$ cat src/rtl/slb_pkg.sv
package slb_pkg;
  localparam int PORT_W = 4;
  localparam int OP_W   = 4;
  localparam int DATA_W = 16;
  localparam logic [OP_W-1:0] OP_NOP = '0;

  typedef enum logic [1:0] {
    CMD_NONE = 2'b00,
    CMD_NIR  = 2'b01,
    CMD_OPND = 2'b10,
    CMD_RSVD = 2'b11
  } mcu_cmd_e;

  typedef struct packed {
    logic [PORT_W-1:0] dst;
    logic [PORT_W-1:0] src;
    logic [OP_W-1:0]   op;
    logic [DATA_W-1:0] data;
  } bus_pkt_t;
endpackage

$ cat src/rtl/slb_req_ctl.sv
module slb_req_ctl
  import slb_pkg::*;
(
  input  logic                clk,
  input  logic                rst_n,
  input  logic [1:0]          cmd_i,
  input  logic [DATA_W-1:0]   ubus_i,
  input  logic [PORT_W-1:0]   port_id_i,
  input  logic                sent_set_i,
  input  logic                capture_i,
  output logic                pend_nir_q,
  output logic                pend_opnd_q,
  output logic                req_q,
  output logic                sent_q,
  output bus_pkt_t            pkt_q
);
  logic     start;
  logic     pend_nir_d, pend_opnd_d, req_d, sent_d;
  bus_pkt_t pkt_d;

  always_comb begin
    start       = !(pend_nir_q || pend_opnd_q) &&
                  ((cmd_i == CMD_NIR) || (cmd_i == CMD_OPND));
    pend_nir_d  = pend_nir_q;
    pend_opnd_d = pend_opnd_q;
    req_d       = req_q;
    sent_d      = sent_q;
    pkt_d       = pkt_q;
    if (start) begin
      pend_nir_d  = (cmd_i == CMD_NIR);
      pend_opnd_d = (cmd_i == CMD_OPND);
      req_d       = 1'b1;
      sent_d      = 1'b0;
      pkt_d.dst   = port_id_i;
      pkt_d.src   = port_id_i;
      pkt_d.op    = OP_NOP;
      pkt_d.data  = ubus_i;
    end else if (capture_i) begin
      pend_nir_d  = 1'b0;
      pend_opnd_d = 1'b0;
      req_d       = 1'b0;
      sent_d      = 1'b0;
    end else if (sent_set_i) begin
      sent_d      = 1'b1;
    end
  end

  always_ff @(posedge clk or negedge rst_n) begin
    if (!rst_n) begin
      pend_nir_q  <= 1'b0;
      pend_opnd_q <= 1'b0;
      req_q       <= 1'b0;
      sent_q      <= 1'b0;
      pkt_q       <= '0;
    end else begin
      pend_nir_q  <= pend_nir_d;
      pend_opnd_q <= pend_opnd_d;
      req_q       <= req_d;
      sent_q      <= sent_d;
      if (start) pkt_q <= pkt_d;
    end
  end
endmodule

$ cat src/rtl/slb_bus_drv.sv
module slb_bus_drv
  import slb_pkg::*;
(
  input  logic              grant_i,
  input  logic              req_q,
  input  logic              sent_q,
  input  bus_pkt_t          pkt_q,
  output logic              drive_o,
  output logic              bus_vld_o,
  output logic [PORT_W-1:0] bus_dst_o,
  output logic [PORT_W-1:0] bus_src_o,
  output logic [OP_W-1:0]   bus_op_o,
  output logic [DATA_W-1:0] bus_data_o
);
  always_comb begin
    drive_o    = grant_i && req_q && !sent_q;
    bus_vld_o  = drive_o;
    bus_dst_o  = drive_o ? pkt_q.dst  : '0;
    bus_src_o  = drive_o ? pkt_q.src  : '0;
    bus_op_o   = drive_o ? pkt_q.op   : '0;
    bus_data_o = drive_o ? pkt_q.data : '0;
  end
endmodule

$ cat src/rtl/slb_rx_match.sv
module slb_rx_match
  import slb_pkg::*;
(
  input  logic              clk,
  input  logic              rst_n,
  input  logic              mon_vld_i,
  input  logic [PORT_W-1:0] mon_dst_i,
  input  logic [PORT_W-1:0] mon_src_i,
  input  logic [DATA_W-1:0] mon_data_i,
  input  logic [PORT_W-1:0] port_id_i,
  input  logic [PORT_W-1:0] dst_q,
  input  logic              pend_nir_q,
  input  logic              pend_opnd_q,
  output logic              capture_o,
  output logic [DATA_W-1:0] nir_q,
  output logic [DATA_W-1:0] opnd_q
);
  logic to_me, from_expected, nir_en, opnd_en;

  always_comb begin
    to_me         = mon_vld_i && (mon_dst_i == port_id_i);
    from_expected = (mon_src_i == dst_q);
    capture_o     = to_me && from_expected && (pend_nir_q || pend_opnd_q);
    nir_en        = capture_o && pend_nir_q;
    opnd_en       = capture_o && pend_opnd_q;
  end

  always_ff @(posedge clk or negedge rst_n) begin
    if (!rst_n) begin
      nir_q  <= '0;
      opnd_q <= '0;
    end else begin
      if (nir_en)  nir_q  <= mon_data_i;
      if (opnd_en) opnd_q <= mon_data_i;
    end
  end
endmodule

$ cat src/rtl/self_loop_bus_if.sv
module self_loop_bus_if
  import slb_pkg::*;
(
  input  logic              clk,
  input  logic              rst_n,
  input  logic [1:0]        cmd_i,
  input  logic [DATA_W-1:0] ubus_i,
  input  logic [PORT_W-1:0] port_id_i,
  input  logic              grant_i,
  output logic              req_o,
  output logic              busy_o,
  output logic              bus_vld_o,
  output logic [PORT_W-1:0] bus_dst_o,
  output logic [PORT_W-1:0] bus_src_o,
  output logic [OP_W-1:0]   bus_op_o,
  output logic [DATA_W-1:0] bus_data_o,
  input  logic              mon_vld_i,
  input  logic [PORT_W-1:0] mon_dst_i,
  input  logic [PORT_W-1:0] mon_src_i,
  input  logic [DATA_W-1:0] mon_data_i,
  output logic [DATA_W-1:0] nir_o,
  output logic [DATA_W-1:0] opnd_o
);
  logic     pend_nir_q, pend_opnd_q, req_q, sent_q, drive, capture;
  bus_pkt_t pkt_q;

  slb_req_ctl u_ctl (
    .clk        (clk),
    .rst_n      (rst_n),
    .cmd_i      (cmd_i),
    .ubus_i     (ubus_i),
    .port_id_i  (port_id_i),
    .sent_set_i (drive),
    .capture_i  (capture),
    .pend_nir_q (pend_nir_q),
    .pend_opnd_q(pend_opnd_q),
    .req_q      (req_q),
    .sent_q     (sent_q),
    .pkt_q      (pkt_q)
  );

  slb_bus_drv u_drv (
    .grant_i   (grant_i),
    .req_q     (req_q),
    .sent_q    (sent_q),
    .pkt_q     (pkt_q),
    .drive_o   (drive),
    .bus_vld_o (bus_vld_o),
    .bus_dst_o (bus_dst_o),
    .bus_src_o (bus_src_o),
    .bus_op_o  (bus_op_o),
    .bus_data_o(bus_data_o)
  );

  slb_rx_match u_rx (
    .clk        (clk),
    .rst_n      (rst_n),
    .mon_vld_i  (mon_vld_i),
    .mon_dst_i  (mon_dst_i),
    .mon_src_i  (mon_src_i),
    .mon_data_i (mon_data_i),
    .port_id_i  (port_id_i),
    .dst_q      (pkt_q.dst),
    .pend_nir_q (pend_nir_q),
    .pend_opnd_q(pend_opnd_q),
    .capture_o  (capture),
    .nir_q      (nir_o),
    .opnd_q     (opnd_o)
  );

  assign req_o  = req_q && !sent_q;
  assign busy_o = pend_nir_q || pend_opnd_q;
endmodule

$ cat config.mk
export PLATFORM = sky130hd
export DESIGN_NAME = self_loop_bus_if
export DESIGN_NICKNAME = d
export VERILOG_FILES = /design/src/rtl/slb_pkg.sv /design/src/rtl/slb_req_ctl.sv /design/src/rtl/slb_bus_drv.sv /design/src/rtl/slb_rx_match.sv /design/src/rtl/self_loop_bus_if.sv
export SDC_FILE = /design/constraint.sdc
export NUM_CORES = 1
export LEC_CHECK = 0
export BUFFER_PORTS_ARGS = -buffer_cell sky130_fd_sc_hd__buf_4
export CORE_MARGIN = 3
export CORE_UTILIZATION = 43
export CTS_CLUSTER_DIAMETER = 50
export CTS_CLUSTER_SIZE = 16
export DETAILED_ROUTE_END_ITERATION = 10
export GPL_TIMING_DRIVEN = 0
export PLACE_DENSITY = 0.75
export SLEW_MARGIN = 10
export SYNTH_ARGS = -nofsm -noshare
export SYNTH_HDL_FRONTEND = slang
export SYNTH_HIERARCHICAL = 1
export SYNTH_SLANG_ARGS = --single-unit
$ cat constraint.sdc
create_clock -name clk -period 2 [get_ports clk]
set_clock_uncertainty 0.15 [all_clocks]
set_input_delay 0.3 -clock clk [delete_from_list [all_inputs] [get_ports clk]]
set_output_delay 0.3 -clock clk [all_outputs]
set_load 0.05 [all_outputs]
# ---- Word-level counts from Yosys, hierarchy flattened
# Index checks and enable logic that the tools add are counted.
dict set report op_classes {
  addsub 0
  n_mul 0
  div_mod_pow 0
  n_lt_le_gt_ge 0
  eq_ne 4
  shifts 0
  muxes 9
  bitwise 0
  reduce_logical 15
}
# op count
set ops {}
lappend ops {{$mux 16} 1}
lappend ops {{$logic_and 1x1->1} 9}
lappend ops {{$eq 4x4->1} 2}
lappend ops {{$mux 1} 7}
lappend ops {{$mux 4} 1}
lappend ops {{$reduce_bool 3->1} 1}
lappend ops {{$eq 2x1->1 const B} 1}
lappend ops {{$eq 2x2->1 const B} 1}
lappend ops {{$logic_not 1->1} 2}
lappend ops {{$logic_or 1x1->1} 2}
lappend ops {{$reduce_bool 2->1} 1}
dict set report word_totals {
  regBits 56
  latchBits 0
  mem_bits_rw 0
  rom_bits 0
  output_inout_bits 63
  n_memories 0
}

# ---- Logic depth before layout (Yosys ltp)
dict set report depth {
  word_depth 6
  depth_mapped 6
}

# ---- By module
# Netlist, hierarchy kept.
# mod n_inst cells_per_inst area_per_inst_um2 seq_area_each_um2
set modules_own_cells {}
lappend modules_own_cells {slb_rx_match 1 83 1333.8 800.8}
lappend modules_own_cells {slb_req_ctl 1 69 1017.2 600.6}
lappend modules_own_cells {slb_bus_drv 1 39 366.6 0.0}
lappend modules_own_cells {self_loop_bus_if 1 2 12.5 0.0}

# ---- Worst setup path after synthesis
# Ideal clock, no wire load.
dict set report synth_timing {
  path_type {register -> register}
  start {register, netlist name u_ctl/pkt_q[21]}
  end {register u_rx.nir_q[0]}
  arrival_time_ns 1.844
  setup_slack_ns -0.119
  path_stages_with_launch 7
  synth_period_minus_slack_ns 2.119
  cell_sequence {dfrtp_1 -> buf_4 -> xnor2_1 -> nand3_1 -> nor4_4 -> buf_6 -> mux2_2}
}
# item line
set synth_rtl {}
lappend synth_rtl {{end signal, assigned} slb_rx_match.sv:33} ;# if (nir_en) nir_q <= mon_data_i;
lappend synth_rtl {{end, declared} slb_rx_match.sv:15} ;# output logic [DATA_W-1:0] nir_q,

==> results by stage <==
Setup path:
- The data arrival time at the worst-slack endpoint is 2.03 ns.
- For the worst setup path, the data required time is about 2 ns.
- In this design, the stage delay of the slowest critical-path cell is around 0.43 ns.
- The signal on the critical path passes through xnor2_2, nand3_2, nor4_4, buf_6, mux2_2.
- The number of buffers and inverters on the critical path is 1.
- On the critical path the largest part of the delay comes from simple AND/OR/NAND/NOR gates.
- The critical-path maximum fanout is 10.
- The highest-delay cell along the critical path is dfrtp_1.
- The worst setup path is captured at a flip-flop.
- The path type of the worst setup path is flip-flop to flip-flop.
- The kind of launch point of the worst setup path is a flip-flop.

Clock network:
- Clock tree synthesis selected as its root buffer the cell clkbuf_8.
- The number of levels the H-tree was split into is 2.
- The worst-case clock buffer depth is 2.
- TritonCTS built the clock tree.
- The count of clock tree sinks is 56.
- The number of CTS-inserted buffers is 5.
- Clock latency on the worst-skew pair, taken at its later pin, is 0.30 ns.
- The clock slew seen by the registers of the worst setup and hold paths is 0.10 ns.

Floorplan:
- The total core area is 6030 sq um.
- about 110 I/O pins were placed.
- Row generation in the floorplan step produced 28 rows.
- The initial utilization of the core area, before any placement, comes to 45.3%.
- The floorplan step set the die height to 85.7 microns.
- The floorplan step defined a die boundary enclosing about 7300 sq um.
- The floorplan step set the die width to 85.7 microns.

STA:
- The final-report hold violation count was 0.
- At the pin with the least slew margin, the transition time is 0.707 ns.
- Setup repair after global routing could not meet its margin everywhere.
- Of the available clock period, the critical path in the final layout requires 99.6%.
- The max-slew violation count is 0.
- The tightest slew margin relative to the limit is 52.9%.
- Setup violations remaining at the end of the flow were counted as 0.
- The final critical path time including I/O delays and setup is roughly 2.0 ns.
- Across all setup checks in the final design, the least slack found is 0.00862 ns.
- The highest clock frequency the design can meet is 502 MHz.

Synthesis:
- The synthesized instance count is between 150 and 200.
- The number of synthesized register bits is 56.
- The Yosys step of the flow raised 6 warnings.
- dfrtp_1 takes more of the synthesized area than any other cell.
- By area the synthesized netlist is led by dfrtp_1 51%, mux2_2 21%, and4b_1 10%.
- The cell area that synthesis handed to floorplanning was 2730 sq um.
- Of the synthesized area, sequential elements account for about 51%.
- A synthesized cell averages 14.1 sq um.
- The distinct cell type count after synthesis is 29.
- The top-area cell type share of the netlist area is between 50% and 60%.

Global routing:
- The global routing usage summed across all routing layers is 17.7%.
- Entering global routing, the biggest net connects 57 pins.
- The number of global-route vias before repair is 2074.
- After global routing the overflow that remains totals 0.
- The first global-routing pass estimated 10400 microns of wire.
- The initial antenna violation count is 0.

Placement:
- The number of buffer cells added on primary ports is 107.
- The weighted congestion reported at the end of routability-driven placement is 0.775.
- The final HPWL from detailed placement is 4660 microns.
- The number of cells after detailed placement is 378.
- The minimum setup slack after placement is -0.363 ns.

Finish:
- The area growth from synthesis to layout is 44.3%.
- In the layout the commonest cells are 117 x buf_4, 56 x dfrtp_1, 32 x mux2_2, 28 x and4b_1, 19 x mux2_4.
- The multi-input combinational cells in the finished layout cover a total of approximately 1300 sq um.
- Across the whole layout, storage elements account for 1400 sq um.
- The non-filler instance count after layout is 391.
- The most frequent standard cell in the layout excluding fill and tap cells is buf_4.
- Fill cells in the final layout number approximately 480.
- The final-stage net count is 368.
- Cells with a size suffix above 1 make up 63.6% of the layout.
- 0 antenna diodes ended up in the layout.
- Cells fill approximately 65% of the core in the end.

Route:
- The ratio of routed vias to standard cells is 5.07.
- The aggregate routed wire length is 6500 microns.
- The wire length per cell after detailed routing is 16.6 microns.
- The pre-antenna-repair detailed-routing pass consisted of 4 iterations.
- The DRC violations left is 0.
- For this block, the initial DRC count from the detailed router was 57.
- In this run the remaining antenna-violating nets after routing total 0.
- The detailed-route via count is 1984.

Power:
- The total leakage power is approximately 2.0 nW.
- The worst-case IR drop observed on VDD is 0.763 mV.
- Dividing total power by cell area gives a power density of ~1300 nW/um^2.

Worst hold path:
- In this run the worst hold path is classified as input pin to flip-flop.

Run:
- The number of maximum-capacitance constraint violations is 0.

Outcome:
- The flow ran to the end, and the final reports show no timing, DRC or antenna violations.
logic make-up after synthesis:
family                   count (synthesis)  synth area share [%]
AO/OA/AOI/OAI                            6                  1.88
XOR/XNOR                                 6                  1.92
adder cells (fa/ha/maj)                  2                 0.916
buffers and inverters                   27                  7.38
flip-flops                              56                  51.3
multiplexers                            52                  21.4
other                                    1                 0.137
AND/OR/NAND/NOR                         43                  15.0
sequential cells by signal (all words and copies together) (netlist names):
| signal | flops |
|---|---|
| u_ctl/pend_opnd_q | 1 |
| u_rx/nir_q | 16 |
| u_ctl/pend_nir_q | 1 |
| u_rx/opnd_q | 16 |
| u_ctl/sent_q | 1 |
| u_ctl/pkt_q | 20 |
| u_ctl/req_q | 1 |
cell usage after synthesis:
master    instances
xnor2_1           5
buf_6             7
nor4_1            1
nor4b_1           1
nor4_4            2
conb_1            1
ha_1              2
mux2_1            1
or2_1             1
buf_2             2
buf_4            12
nor2_1            2
nor2b_1           1
inv_1             5
mux2_2           51
dfrtp_1          56
a32o_1            1
o211ai_1          1
nand3_1           3
and3b_1           1
a21o_1            2
nand2b_1          1
and4b_1          28
a221o_1           1
xor2_1            1
o221ai_1          1
nor3_1            1
clkbuf_1          1
nor3_4            1
repair_timing:
item | 4_1_cts | 5_1_grt
hold endpoints to repair | 56 | 0
pin swaps | 5 | 1
hold buffers | 1 | 0
endpoints found under the setup margin | 35 | 42
resized for setup | 12 | 18
buffers inserted | 5 | 1
gates cloned | 1 | 0
layer usage:
metal	vias to the layer above	wire [microns]	track usage (%)
li1	938	-	-
met1	967	2840	23.4
met2	75	2970	27.9
met3	4	657	6.53
met4	0	31	3.88
met5	-	0	0
where the power goes:
group / switching, mW / total (mW) / internal, mW
registers: 0.242 / 1.74 / 1.50
clock network: 0.349 / 0.589 / 0.240
logic: 1.53 / 2.62 / 1.10
total: 2.12 / 4.95 / 2.83
final timing paths:
path,startpoint,endpoint,slack [ns],depth (start not counted)
setup reg to reg,u_ctl/pkt_q[21]$_DFFE_PN0P_,u_rx/nir_q[12]$_DFFE_PN0P_,0.009,5
max in group asynchronous,rst_n,u_rx/nir_q[4]$_DFFE_PN0P_,0.79,2
min in group asynchronous,rst_n,u_rx/opnd_q[15]$_DFFE_PN0P_,0.45,2
setup / recovery,u_ctl/pkt_q[21]$_DFFE_PN0P_,u_rx/nir_q[12]$_DFFE_PN0P_,0.009,5
hold reg to reg,u_ctl/pkt_q[12]$_DFFE_PN0P_,u_ctl/pkt_q[12]$_DFFE_PN0P_,0.36,1
hold / removal,ubus_i[4],u_ctl/pkt_q[4]$_DFFE_PN0P_,0.07,2
through the flow:
step	instance area (sq um)	total power, mW	setup TNS, ns	hold slack, ns
after floorplan	2800	3.62	-0.450	-0.146
after global placement	3690	4.26	-9.09	0.253
after detailed placement	3690	4.32	-9.19	0.252
after CTS	3860	4.94	0	0.0635
after global routing	3940	5.21	-0.890	0.0548
final	3940	4.95	0	0.0690
layout make-up:
class	count	share of cell area, %
Sequential cell	56	35.6
Clock buffer	6	1.84
Clock inverter	1	0.127
Buffer	20	4.54
Inverter	5	0.476
Tap cell	75	2.38
Timing Repair Buffer	115	22.5
Multi-Input combinational cell	113	32.6
worst reg2reg max path: stages, from the launching register on:
cell     delay [ns]
dfrtp_1        0.43
xnor2_2        0.16
nand3_2        0.17
nor4_4         0.37
buf_6          0.23
mux2_2         0.35
No activity file was read; power rests on OpenSTA's default activity.
